## src/rtl/fra_pkg.sv

```systemverilog
package fra_pkg;

    parameter int RATE_W = 8;
    localparam int RATE_MAX = (1 << RATE_W) - 1;
    localparam int KNEE     = 1 << (RATE_W - 1);
    localparam int GRADE_W  = RATE_W;
    localparam int NSET     = 3;
    localparam int NLEVEL   = 2 * NSET - 1;
    localparam int AGG_W    = GRADE_W + $clog2(NLEVEL) + 1;
    localparam int NUM_W    = AGG_W + RATE_W;

    typedef logic [RATE_W-1:0]  rate_t;
    typedef logic [GRADE_W-1:0] grade_t;
    typedef logic [AGG_W-1:0]   wsum_t;
    typedef logic [NUM_W-1:0]   wnum_t;

    typedef struct packed {
        grade_t lo;
        grade_t md;
        grade_t hi;
    } memb_t;

    typedef enum logic [1:0] {
        ST_IDLE,
        ST_INFER,
        ST_DIVIDE
    } arb_state_e;

    function automatic memb_t fuzzify(rate_t r);
        memb_t m;
        if (int'(r) <= KNEE) begin
            m.lo = grade_t'(KNEE - int'(r));
            m.md = grade_t'(r);
            m.hi = '0;
        end else begin
            m.lo = '0;
            m.md = grade_t'(RATE_MAX - int'(r));
            m.hi = grade_t'(int'(r) - KNEE);
        end
        return m;
    endfunction

    function automatic grade_t gmin(grade_t a, grade_t b);
        return (a < b) ? a : b;
    endfunction

    function automatic grade_t gmax(grade_t a, grade_t b);
        return (a > b) ? a : b;
    endfunction

    function automatic grade_t memb_get(memb_t m, int s);
        case (s)
            0:       return m.lo;
            1:       return m.md;
            default: return m.hi;
        endcase
    endfunction

    function automatic wnum_t sg_value(int lv);
        int v;
        v = lv * (KNEE / 2);
        if (v > RATE_MAX) v = RATE_MAX;
        return wnum_t'(v);
    endfunction

endpackage

```

## src/rtl/fra_fuzzify.sv

```systemverilog
module fra_fuzzify
    import fra_pkg::*;
#(
    parameter int NREQ = 3
) (
    input  logic [NREQ*RATE_W-1:0] rate_i,
    output memb_t                  memb_o [NREQ]
);

    for (genvar i = 0; i < NREQ; i++) begin : g_fz
        always_comb begin
            memb_o[i] = fuzzify(rate_i[i*RATE_W +: RATE_W]);
        end
    end

endmodule

```

## src/rtl/fra_rules.sv

```systemverilog
module fra_rules
    import fra_pkg::*;
#(
    parameter int NREQ = 3,
    parameter int IDX  = 0
) (
    input  logic [NREQ-1:0] req_i,
    input  memb_t           memb_i [NREQ],
    output wnum_t           num_o,
    output wsum_t           den_o
);

    grade_t own_g  [NSET];
    grade_t comp_g [NSET];
    grade_t fire   [NSET][NSET];
    grade_t agg    [NLEVEL];

    // competitor grades: strongest grade among the other active inputs
    always_comb begin
        for (int s = 0; s < NSET; s++) begin
            own_g[s]  = memb_get(memb_i[IDX], s);
            comp_g[s] = '0;
            for (int j = 0; j < NREQ; j++) begin
                if (j != IDX && req_i[j]) begin
                    comp_g[s] = gmax(comp_g[s], memb_get(memb_i[j], s));
                end
            end
        end
    end

    // rule firing (min) and aggregation per singleton level (max)
    always_comb begin
        for (int lv = 0; lv < NLEVEL; lv++) agg[lv] = '0;
        for (int x = 0; x < NSET; x++) begin
            for (int y = 0; y < NSET; y++) begin
                fire[x][y] = gmin(own_g[x], comp_g[y]);
                for (int lv = 0; lv < NLEVEL; lv++) begin
                    if ((NSET - 1) + y - x == lv) begin
                        agg[lv] = gmax(agg[lv], fire[x][y]);
                    end
                end
            end
        end
    end

    // weighted-average terms; an idle input gets a harmless 0/1
    always_comb begin
        wnum_t nsum;
        wsum_t dsum;
        nsum = '0;
        dsum = '0;
        for (int lv = 0; lv < NLEVEL; lv++) begin
            nsum = nsum + wnum_t'(agg[lv]) * sg_value(lv);
            dsum = dsum + wsum_t'(agg[lv]);
        end
        if (req_i[IDX]) begin
            num_o = nsum;
            den_o = dsum;
        end else begin
            num_o = '0;
            den_o = wsum_t'(1);
        end
    end

endmodule

```

## src/rtl/fra_divider.sv

```systemverilog
module fra_divider #(
    parameter int NW = 19,
    parameter int DW = 11,
    parameter int QW = 8
) (
    input  logic          clk,
    input  logic          rst,
    input  logic          load_i,
    input  logic [NW-1:0] num_i,
    input  logic [DW-1:0] den_i,
    output logic [QW-1:0] quo_o,
    output logic          done_o
);

    localparam int CW = (QW > 1) ? $clog2(QW) : 1;

    logic [NW-1:0] rem_q;
    logic [NW-1:0] dsh_q;
    logic [CW-1:0] step_q;
    logic          busy_q;
    logic          fits;

    assign fits = (rem_q >= dsh_q);

    always_ff @(posedge clk) begin
        if (rst) begin
            rem_q  <= '0;
            dsh_q  <= '0;
            step_q <= '0;
            busy_q <= 1'b0;
            quo_o  <= '0;
            done_o <= 1'b0;
        end else begin
            done_o <= 1'b0;
            if (load_i) begin
                rem_q  <= num_i;
                dsh_q  <= NW'(den_i) << (QW - 1);
                step_q <= '0;
                busy_q <= 1'b1;
                quo_o  <= '0;
            end else if (busy_q) begin
                if (fits) rem_q <= rem_q - dsh_q;
                quo_o  <= {quo_o[QW-2:0], fits};
                dsh_q  <= dsh_q >> 1;
                step_q <= step_q + 1'b1;
                if (step_q == CW'(QW - 1)) begin
                    busy_q <= 1'b0;
                    done_o <= 1'b1;
                end
            end
        end
    end


    load_den_nz_chk: assert property (@(posedge clk) disable iff (rst)
        load_i |-> (den_i != '0));


    load_idle_chk: assert property (@(posedge clk) disable iff (rst)
        load_i |-> !busy_q);


    done_pulse_chk: assert property (@(posedge clk) disable iff (rst)
        done_o |=> !done_o);

endmodule

```

## src/rtl/fuzzy_req_arbiter.sv

```systemverilog
module fuzzy_req_arbiter
    import fra_pkg::*;
#(
    parameter int NREQ = 3
) (
    input  logic                   clk,
    input  logic                   rst,
    input  logic                   start_i,
    input  logic [NREQ-1:0]        req_i,
    input  logic [NREQ*RATE_W-1:0] rate_i,
    output logic [NREQ-1:0]        grant_o,
    output logic                   grant_valid_o
);

    localparam int QUO_W = RATE_W;
    localparam int IDXW  = (NREQ > 1) ? $clog2(NREQ) : 1;

    arb_state_e             state_q;
    logic [NREQ-1:0]        req_q;
    logic [NREQ*RATE_W-1:0] rate_q;

    memb_t                  memb [NREQ];
    wnum_t                  num  [NREQ];
    wsum_t                  den  [NREQ];
    logic [QUO_W-1:0]       quo  [NREQ];
    logic [NREQ-1:0]        done;
    logic                   div_load;

    logic [IDXW-1:0]        best_idx;
    logic [QUO_W-1:0]       best_q;
    logic                   found;

    assign div_load = (state_q == ST_INFER);

    fra_fuzzify #(.NREQ(NREQ)) u_fuzz (
        .rate_i (rate_q),
        .memb_o (memb)
    );

    for (genvar i = 0; i < NREQ; i++) begin : g_lane
        fra_rules #(.NREQ(NREQ), .IDX(i)) u_rules (
            .req_i  (req_q),
            .memb_i (memb),
            .num_o  (num[i]),
            .den_o  (den[i])
        );

        fra_divider #(.NW(NUM_W), .DW(AGG_W), .QW(QUO_W)) u_div (
            .clk    (clk),
            .rst    (rst),
            .load_i (div_load),
            .num_i  (num[i]),
            .den_i  (den[i]),
            .quo_o  (quo[i]),
            .done_o (done[i])
        );
    end

    // highest score wins; strict compare keeps the lowest index on ties
    always_comb begin
        best_idx = '0;
        best_q   = '0;
        found    = 1'b0;
        for (int i = 0; i < NREQ; i++) begin
            if (req_q[i] && (!found || quo[i] > best_q)) begin
                best_idx = IDXW'(i);
                best_q   = quo[i];
                found    = 1'b1;
            end
        end
    end

    always_ff @(posedge clk) begin
        if (rst) begin
            state_q       <= ST_IDLE;
            req_q         <= '0;
            rate_q        <= '0;
            grant_o       <= '0;
            grant_valid_o <= 1'b0;
        end else begin
            grant_o       <= '0;
            grant_valid_o <= 1'b0;
            case (state_q)
                ST_IDLE: begin
                    if (start_i) begin
                        req_q  <= req_i;
                        rate_q <= rate_i;
                        if ($countones(req_i) == 1) begin
                            grant_o       <= req_i;
                            grant_valid_o <= 1'b1;
                        end else if ($countones(req_i) > 1) begin
                            state_q <= ST_INFER;
                        end
                    end
                end
                ST_INFER: begin
                    state_q <= ST_DIVIDE;
                end
                ST_DIVIDE: begin
                    if (&done) begin
                        grant_o       <= {{(NREQ-1){1'b0}}, 1'b1} << best_idx;
                        grant_valid_o <= 1'b1;
                        state_q       <= ST_IDLE;
                    end
                end
                default: state_q <= ST_IDLE;
            endcase
        end
    end


    grant_onehot_chk: assert property (@(posedge clk) disable iff (rst)
        grant_valid_o |-> ($countones(grant_o) == 1));


    grant_in_req_chk: assert property (@(posedge clk) disable iff (rst)
        grant_valid_o |-> ((grant_o & ~req_q) == '0));


    idle_grant_chk: assert property (@(posedge clk) disable iff (rst)
        !grant_valid_o |-> (grant_o == '0));


    busy_quiet_chk: assert property (@(posedge clk) disable iff (rst)
        (state_q == ST_DIVIDE) |-> !grant_valid_o);


    busy_hold_chk: assert property (@(posedge clk) disable iff (rst)
        (state_q != ST_IDLE) |=> $stable(req_q));

endmodule

```

## config.mk

```make
export PLATFORM = sky130hd
export DESIGN_NAME = fuzzy_req_arbiter
export DESIGN_NICKNAME = d
export VERILOG_FILES = /design/src/rtl/fra_pkg.sv /design/src/rtl/fra_fuzzify.sv /design/src/rtl/fra_rules.sv /design/src/rtl/fra_divider.sv /design/src/rtl/fuzzy_req_arbiter.sv
export SDC_FILE = /design/constraint.sdc
export NUM_CORES = 2
export LEC_CHECK = 0
export CORE_MARGIN = 4
export CORE_UTILIZATION = 47
export DETAILED_ROUTE_END_ITERATION = 16
export PLACE_DENSITY = 0.58
export SETUP_SLACK_MARGIN = 0.15
export SLEW_MARGIN = 20
export SYNTH_ARGS = -nofsm -noshare
export SYNTH_HDL_FRONTEND = slang
export SYNTH_SLANG_ARGS = --single-unit
```

## constraint.sdc

```tcl
create_clock -name clk -period 29.6 [get_ports clk]
set_input_delay 8.88 -clock clk [delete_from_list [all_inputs] [get_ports clk]]
set_output_delay 8.88 -clock clk [all_outputs]
set_load 0.02 [all_outputs]
```

; After elaboration in Yosys (flattened, before gate mapping)
; Index checks and enable logic that the tools add are counted.
[classes]
shift = 1
eq_ne = 10
n_reduce_logical = 23
muxes = 148
mul = 6
n_lt_le_gt_ge = 78
n_addsub = 38
bitwise = 3
[op_table]
columns = operator, count
row1 = 8-bit 2-to-1 mux, 95
row2 = 20-bit 2-to-1 mux, 12
row3 = 8-bit < comparator, 27
row4 = 8-bit > comparator, 23
row5 = 1-bit by 8-bit > comparator with 1-bit output (first input constant), 21
row6 = 19-bit 2-to-1 mux, 6
row7 = 12-bit by 8-bit adder with 12-bit output, 9
row8 = 24-bit 2-to-1 mux, 3
row9 = 20-bit by 16-bit adder with 20-bit output, 3
row10 = 20-bit adder, 3
row11 = 20-bit by 19-bit greater-or-equal comparator with 1-bit output, 3
row12 = 20-bit by 19-bit subtractor with 20-bit output, 3
row13 = 14-bit by 15-bit adder with 16-bit output, 3
row14 = 8-bit by 8-bit multiplier with 16-bit output (second input constant), 3
row15 = 8-bit subtractor (first input constant), 6
row16 = 12-bit 2-to-1 mux, 3
row17 = 32-bit by 2-bit == test with 1-bit output (second input constant), 1
row18 = 8-bit by 2-bit multiplier with 10-bit output (second input constant), 3
row19 = 8-bit by 8-bit adder with 9-bit output, 3
row20 = 8-bit <= comparator (second input constant), 3
row21 = 8-bit subtractor (second input constant), 3
row22 = 1-bit 2-to-1 mux, 18
row23 = 2-bit nonzero test, 6
row24 = 2-bit 2-to-1 mux, 5
row25 = 23 further kinds, 42
[word_totals]
register_bits = 189
inputBits = 30
word_cells = 333

; Longest topological paths before layout
[logic_depth]
ltp_word = 22
mapped_depth = 69

; By module
; From an unflattened synthesis, not the netlist that was laid out.
[hier_totals]
hier_cells = 4754
area_unflattened_um2 = 39067.5
[by_module_without_submodules]
columns = module, seq_area_each_um2, cells_each, n_inst, area_each_um2
row1 = fra_divider, 1041.0, 405, 3, 3428.3
row2 = fra_rules (g_lane[0].u_rules), 0.0, 1087, 1, 8854.7
row3 = fra_rules (g_lane[2].u_rules), 0.0, 1072, 1, 8758.4
row4 = fra_rules (g_lane[1].u_rules), 0.0, 1024, 1, 8450.6
row5 = fuzzy_req_arbiter, 660.6, 220, 1, 1760.4
row6 = fra_fuzzify, 0.0, 136, 1, 958.4

; Worst setup path after synthesis
; OpenSTA, ideal clock, no wires.
[synth_timing]
path_type = register -> register
start = register rate_q[2]
end = register g_lane[2].u_div.rem_q[16]
slack_ns = 17.517
stages_incl_launch_ff = 59
arrival_ns = 11.997
required_ns = 29.514
path_cell_list = dfxtp_1 clkbuf_1 or4_1 clkbuf_1 o21ai_1 inv_1 a311oi_1 nand2_1 inv_1 ha_1 nand2_1 nor3_1 a31oi_1 o21ai_0 clkbuf_1 nor2_1 a21oi_1 ha_1 (+23 left out) ha_1 inv_1 fa_1 inv_1 fa_1 ha_1 a21o_1 a21oi_1 o21bai_1 a21oi_1 o21bai_1 a21oi_1 o21bai_1 a21oi_1 xnor2_1 nor3_1 a21oi_1 a211oi_1
[synth_between]
elab_chain_len = 22
elab_cells_between_ends = 65
[synth_rtl]
columns = element, line
row1 = start: declaration, fuzzy_req_arbiter.sv:20  ; logic [NREQ*RATE_W-1:0] rate_q;
row2 = start signal: assignment, fuzzy_req_arbiter.sv:87  ; rate_q <= rate_i;
row3 = 8-bit subtractor or 8-bit <= comparator (tied branches), "fra_pkg.sv:32, fra_pkg.sv:31"
row4 = 24-bit 2-to-1 mux (*), fra_pkg.sv:31  ; if (int'(r) <= KNEE) begin
row5 = 8-bit 2-to-1 mux, fra_rules.sv:24  ; if (j != IDX && req_i[j]) begin
row6 = 1-bit by 8-bit > comparator with 1-bit output, fra_pkg.sv:48  ; return (a > b) ? a : b;
row7 = 8-bit 2-to-1 mux, fra_pkg.sv:48
row8 = 8-bit 2-to-1 mux, fra_rules.sv:24
row9 = 8-bit > comparator, fra_pkg.sv:48
row10 = 8-bit 2-to-1 mux, fra_pkg.sv:48
row11 = (+6 left out), --
row12 = 8-bit 2-to-1 mux, fra_pkg.sv:48
row13 = 8-bit > comparator, fra_pkg.sv:48
row14 = 8-bit 2-to-1 mux, fra_pkg.sv:48
row15 = 14-bit by 15-bit adder with 16-bit output, fra_rules.sv:53  ; nsum = nsum + wnum_t'(agg[lv]) * sg_value(lv);
row16 = 20-bit by 16-bit adder with 20-bit output, fra_rules.sv:53
row17 = 20-bit adder (*), fra_rules.sv:53
row18 = 20-bit 2-to-1 mux (*), fra_rules.sv:56  ; if (req_i[IDX]) begin
row19 = 20-bit 2-to-1 mux (*), fra_divider.sv:35  ; if (load_i) begin
row20 = end signal: assignment, fra_divider.sv:36  ; rem_q <= num_i;
row21 = end signal: assignment, fra_divider.sv:42  ; if (fits) rem_q <= rem_q - dsh_q;
row22 = end: declaration, fra_divider.sv:17  ; logic [NW-1:0] rem_q;
; Every way passes the cells marked *; elsewhere a longest branch is shown, timed or not. The select of a mux whose other input is x is not followed.
; A chain may end at the register's enable or synchronous reset.

; Worst setup path after layout
[layout_timing]
start = register rate_q[17]
end = register g_lane[0].u_div.rem_q[16]
[layout_between]
elab_chain_len = 19
elab_cells_between_ends = 56
[layout_rtl]
columns = element, line
row1 = 8-bit subtractor or 8-bit <= comparator (tied branches), "fra_pkg.sv:32, fra_pkg.sv:31"
row2 = 24-bit 2-to-1 mux (*), fra_pkg.sv:31
row3 = 8-bit 2-to-1 mux, fra_rules.sv:24
row4 = 8-bit > comparator, fra_pkg.sv:48
row5 = 8-bit 2-to-1 mux, fra_pkg.sv:48
row6 = 8-bit 2-to-1 mux, fra_rules.sv:24
row7 = 8-bit < comparator, fra_pkg.sv:44  ; return (a < b) ? a : b;
row8 = 8-bit 2-to-1 mux, fra_pkg.sv:44
row9 = (+3 left out), --
row10 = 8-bit 2-to-1 mux, fra_pkg.sv:48
row11 = 8-bit > comparator, fra_pkg.sv:48
row12 = 8-bit 2-to-1 mux, fra_pkg.sv:48
row13 = 14-bit by 15-bit adder with 16-bit output, fra_rules.sv:53
row14 = 20-bit by 16-bit adder with 20-bit output, fra_rules.sv:53
row15 = 20-bit adder (*), fra_rules.sv:53
row16 = 20-bit 2-to-1 mux (*), fra_rules.sv:56
row17 = 20-bit 2-to-1 mux (*), fra_divider.sv:35
row18 = end signal: assignment, fra_divider.sv:36
row19 = end signal: assignment, fra_divider.sv:42
row20 = end: declaration, fra_divider.sv:17
; Marks and branches as above.

==> summary.md <==
• 186 — total of flip-flops plus latches after synthesis
• 0 — final hold violation count
• 2 — buffer depth of the longest clock path
• 0 — max-slew violation total from the final report
• 2 — Cells on Worst Hold Path
• 7.998 um2 — Synth Area per Inst
• 0 — number of antenna violations at the first check in global routing
• 33 — number of buffers added on ports
• 0 — yosys synthesis warning count
• sky130_fd_sc_hd__ha_1 — largest area contributor in the netlist
• 6.539% — Area Growth Syn to Fin
• 59 — R2R depth
• sky130_fd_sc_hd__ha_1 23%, sky130_fd_sc_hd__fa_1 11%, sky130_fd_sc_hd__dfxtp_1 11% — leading post-synthesis cells by cell area
• 4 — level count of the clock H-tree
• 31.75k — via count
• 15.68 ns — post-layout worst setup margin
• 74450 um2 — area of the core region
• 14 — critical-path maximum fanout
• 35270 um2 — cell area after synthesis
• 0 — MaxCap Viol Count
• 14.35 ns — Worst Path Arrival
• 0 — # Post-CTS Setup Buffers
• 100 — total number of placement rows
• 0.51 ns — clock insertion delay at the later pin of the skew report
• 21.10% — Relative slew margins
• 96 — unique cell type count in the Yosys netlist
• g_lane[0].u_div.rem_q[7]$_SDFFE_PP0P_ — launch point of the worst hold path
• 643 x sky130_fd_sc_hd__ha_1, 528 x sky130_fd_sc_hd__inv_1, 370 x sky130_fd_sc_hd__nor2_1 — most frequent cells in the layout
• reg -> reg — critical path class
• 0 — DRC violation count after routing
• 22.81% — area share of the leading cell type in the synthesized netlist
• 0.5027 ns — Post-Route Hold Slack
• 94720 um — half-perimeter wire length after detailed placement
• 10.56% — share of synthesized area occupied by flip-flops and latches
• 4409 — Post-Synthesis Cells
• 47.02% — final worst path period share
• 17 — Inserted Clock Buffers
• rate_q[17]$_SDFFE_PP0P_ — start point of the critical path
• rate_q[17]$_SDFFE_PP0P_ — Crit Reg-Reg Startpoint
• 50.47% — post-layout util
• 0 — setup violators final
• 5.107% — share of layout cells above drive strength 1
• flip-flop — sort of element at the end of the critical path
• sky130_fd_sc_hd__clkbuf_16 — clk root buf
• 34 — number of placed I/O pins
• 0% — share of synthesized flip-flops with an asynchronous set or reset
• compound AO/OA/AOI/OAI gates — delay-heaviest family, CP
• 30.03 ns — required time of the critical path
• flip-flop — startpoint type of the worst setup path
• 79480 um2 — area of the die
• 66 — maximum number of pins on one net before global-route repair
• 0 — number of antenna-violating nets in the routed design
• 29.60% — GRT Total Usage
• 21.90 um — mean routed wirelength per cell
• 47.37% — Initial Utilization
• 30.31k — number of global-route vias before repair
• 0 — number of flops mapped to enable cells by yosys
• 281.9 um — horizontal die dimension
• 186 — CTS sink cnt
• 6 — critical path buffer and inverter count
• 1.008 — placer congestion estimate
• sky130_fd_sc_hd__dfxtp_1 — flip-flop cell with the highest count after synthesis
• 118100 um — final wirelength
• 0 ns — summed negative setup slack over all endpoints
• 15.84 ns — setup slack after placement
• finished clean — run status
• 0.80 ns — Critical Path Max Stage Delay
• 59 — Stages on worst setup path
• sky130_fd_sc_hd__o21ai_0 — cell with the most instances on the worst path
• 7 — iteration count of the initial detailed-routing pass
• 181900 um — wire length of the first global-routing pass
• 0 — post-cts hold buffer count
• 1.184 ns — slew at the pin with the worst max-slew slack
• 0 — Antenna diodes
• 281.9 um — Die Height
• yes — CTS tree
• 5272 — count of nets after finishing
• 13.92 ns — Final Critical Period
• 2995 — number of DRC violations after detailed-routing iteration 0
• 0.03188 ns — Post-Route Skew
• no — setup repair after global routing missed its margin
• 0 — leftover overflow at the end of global routing
• sky130_fd_sc_hd__o211ai_1 — cell with the biggest individual delay on the critical path
• reg -> reg — Worst Hold Class
• 0.09 ns — Clock transition at path regs
• 5.887 — number of vias per cell
• sky130_fd_sc_hd__ha_1 — most frequent standard cell in the layout excluding fill and tap cells
• 71.86 MHz — maximum frequency from static timing analysis
• 0 — post-cts resize count
-- flip-flops by register name (all words and copies together), names as in the netlist --
signal / cells
g_lane.u_div.step_q: 9
g_lane.u_div.rem_q: 60
g_lane.u_div.quo_o: 24
req_q: 3
grant_valid_o: 1
grant_o: 3
state_q: 2
g_lane.u_div.dsh_q: 54
g_lane.u_div.busy_q: 3
g_lane.u_div.done_o: 3
rate_q: 24
-- Yosys cell counts, types with 12 or more instances --
library cell,instances
sky130_fd_sc_hd__a31oi_1,36
sky130_fd_sc_hd__nand2_1,277
sky130_fd_sc_hd__nor4_1,12
sky130_fd_sc_hd__nand3_1,68
sky130_fd_sc_hd__fa_1,187
sky130_fd_sc_hd__a21boi_0,13
sky130_fd_sc_hd__or2_2,21
sky130_fd_sc_hd__inv_1,528
sky130_fd_sc_hd__xnor2_1,136
sky130_fd_sc_hd__mux2_2,48
sky130_fd_sc_hd__o21ai_0,203
sky130_fd_sc_hd__or3_1,13
sky130_fd_sc_hd__and2_1,22
sky130_fd_sc_hd__ha_1,643
sky130_fd_sc_hd__dfxtp_1,186
sky130_fd_sc_hd__o211ai_1,22
sky130_fd_sc_hd__o21a_1,49
sky130_fd_sc_hd__clkbuf_1,124
sky130_fd_sc_hd__xor2_1,62
sky130_fd_sc_hd__o221ai_1,13
sky130_fd_sc_hd__nor2b_1,64
sky130_fd_sc_hd__nor3_1,77
sky130_fd_sc_hd__buf_1,17
sky130_fd_sc_hd__and3_1,31
sky130_fd_sc_hd__nand2b_1,52
sky130_fd_sc_hd__a21oi_1,369
sky130_fd_sc_hd__nor2_1,370
sky130_fd_sc_hd__nand4_1,28
sky130_fd_sc_hd__o31ai_1,16
sky130_fd_sc_hd__mux2i_1,270
sky130_fd_sc_hd__a211oi_1,42
sky130_fd_sc_hd__a21o_1,132
sky130_fd_sc_hd__o21ai_1,14
sky130_fd_sc_hd__o21bai_1,55
-- worst paths after layout --
check                                      endpoint  slack, ns
max          g_lane[0].u_div.rem_q[16]$_SDFFE_PP0P_      15.68
min           g_lane[0].u_div.rem_q[7]$_SDFFE_PP0P_       0.50
max reg2reg  g_lane[0].u_div.rem_q[16]$_SDFFE_PP0P_      15.68
min reg2reg   g_lane[0].u_div.rem_q[7]$_SDFFE_PP0P_       0.50
-- worst register-to-register path, delay by kind of cell (launching register included) --
family / cells / cell delay, ns
compound gates: 28 / 6.18
simple gates: 14 / 3.10
fa+ha+maj: 8 / 2.85
buf+inv: 6 / 0.82
flops: 1 / 0.36
xor+xnor: 2 / 0.31
mux: 1 / 0.28
-- metrics by stage --
stage	instances	area, um2
floorplan	4434	35360
detailed placement	5362	36910
finish	5394	37570
CTS	5394	37540
global placement	5362	36910
global route	5394	37570
-- cell type report --
type,instances,area [um2]
clock buffers,17,425.4
clock inverters,15,206.4
fillers,7312,36880
inverters,533,2002
multi-input cells,3565,29100
flip-flops and latches,186,3729
well taps,969,1212
repair buffers,109,898.4
-- kinds of logic (layout without fill, tap and decap cells) --
group           Yosys count  count (layout)  synth area share (%)
compound gates         1110            1110                 20.09
xor+xnor                199             199                 4.964
fa+ha+maj               838             838                 33.66
buf+inv                 683             674                 7.344
flops                   186             186                 10.56
mux                     319             319                 9.239
other cells               2              27               0.02130
simple gates           1072            1072                 14.12
-- per-layer routing --
layer	share of wire (%)	track usage [%]
met4	2.7	7.899
met2	42	45.05
met5	0	0
met3	7.9	5.076
met1	47	43.25
Power is left out: the tool's default activity adds up to more than one toggle a clock period on the data nets, which glitch-free logic cannot reach.
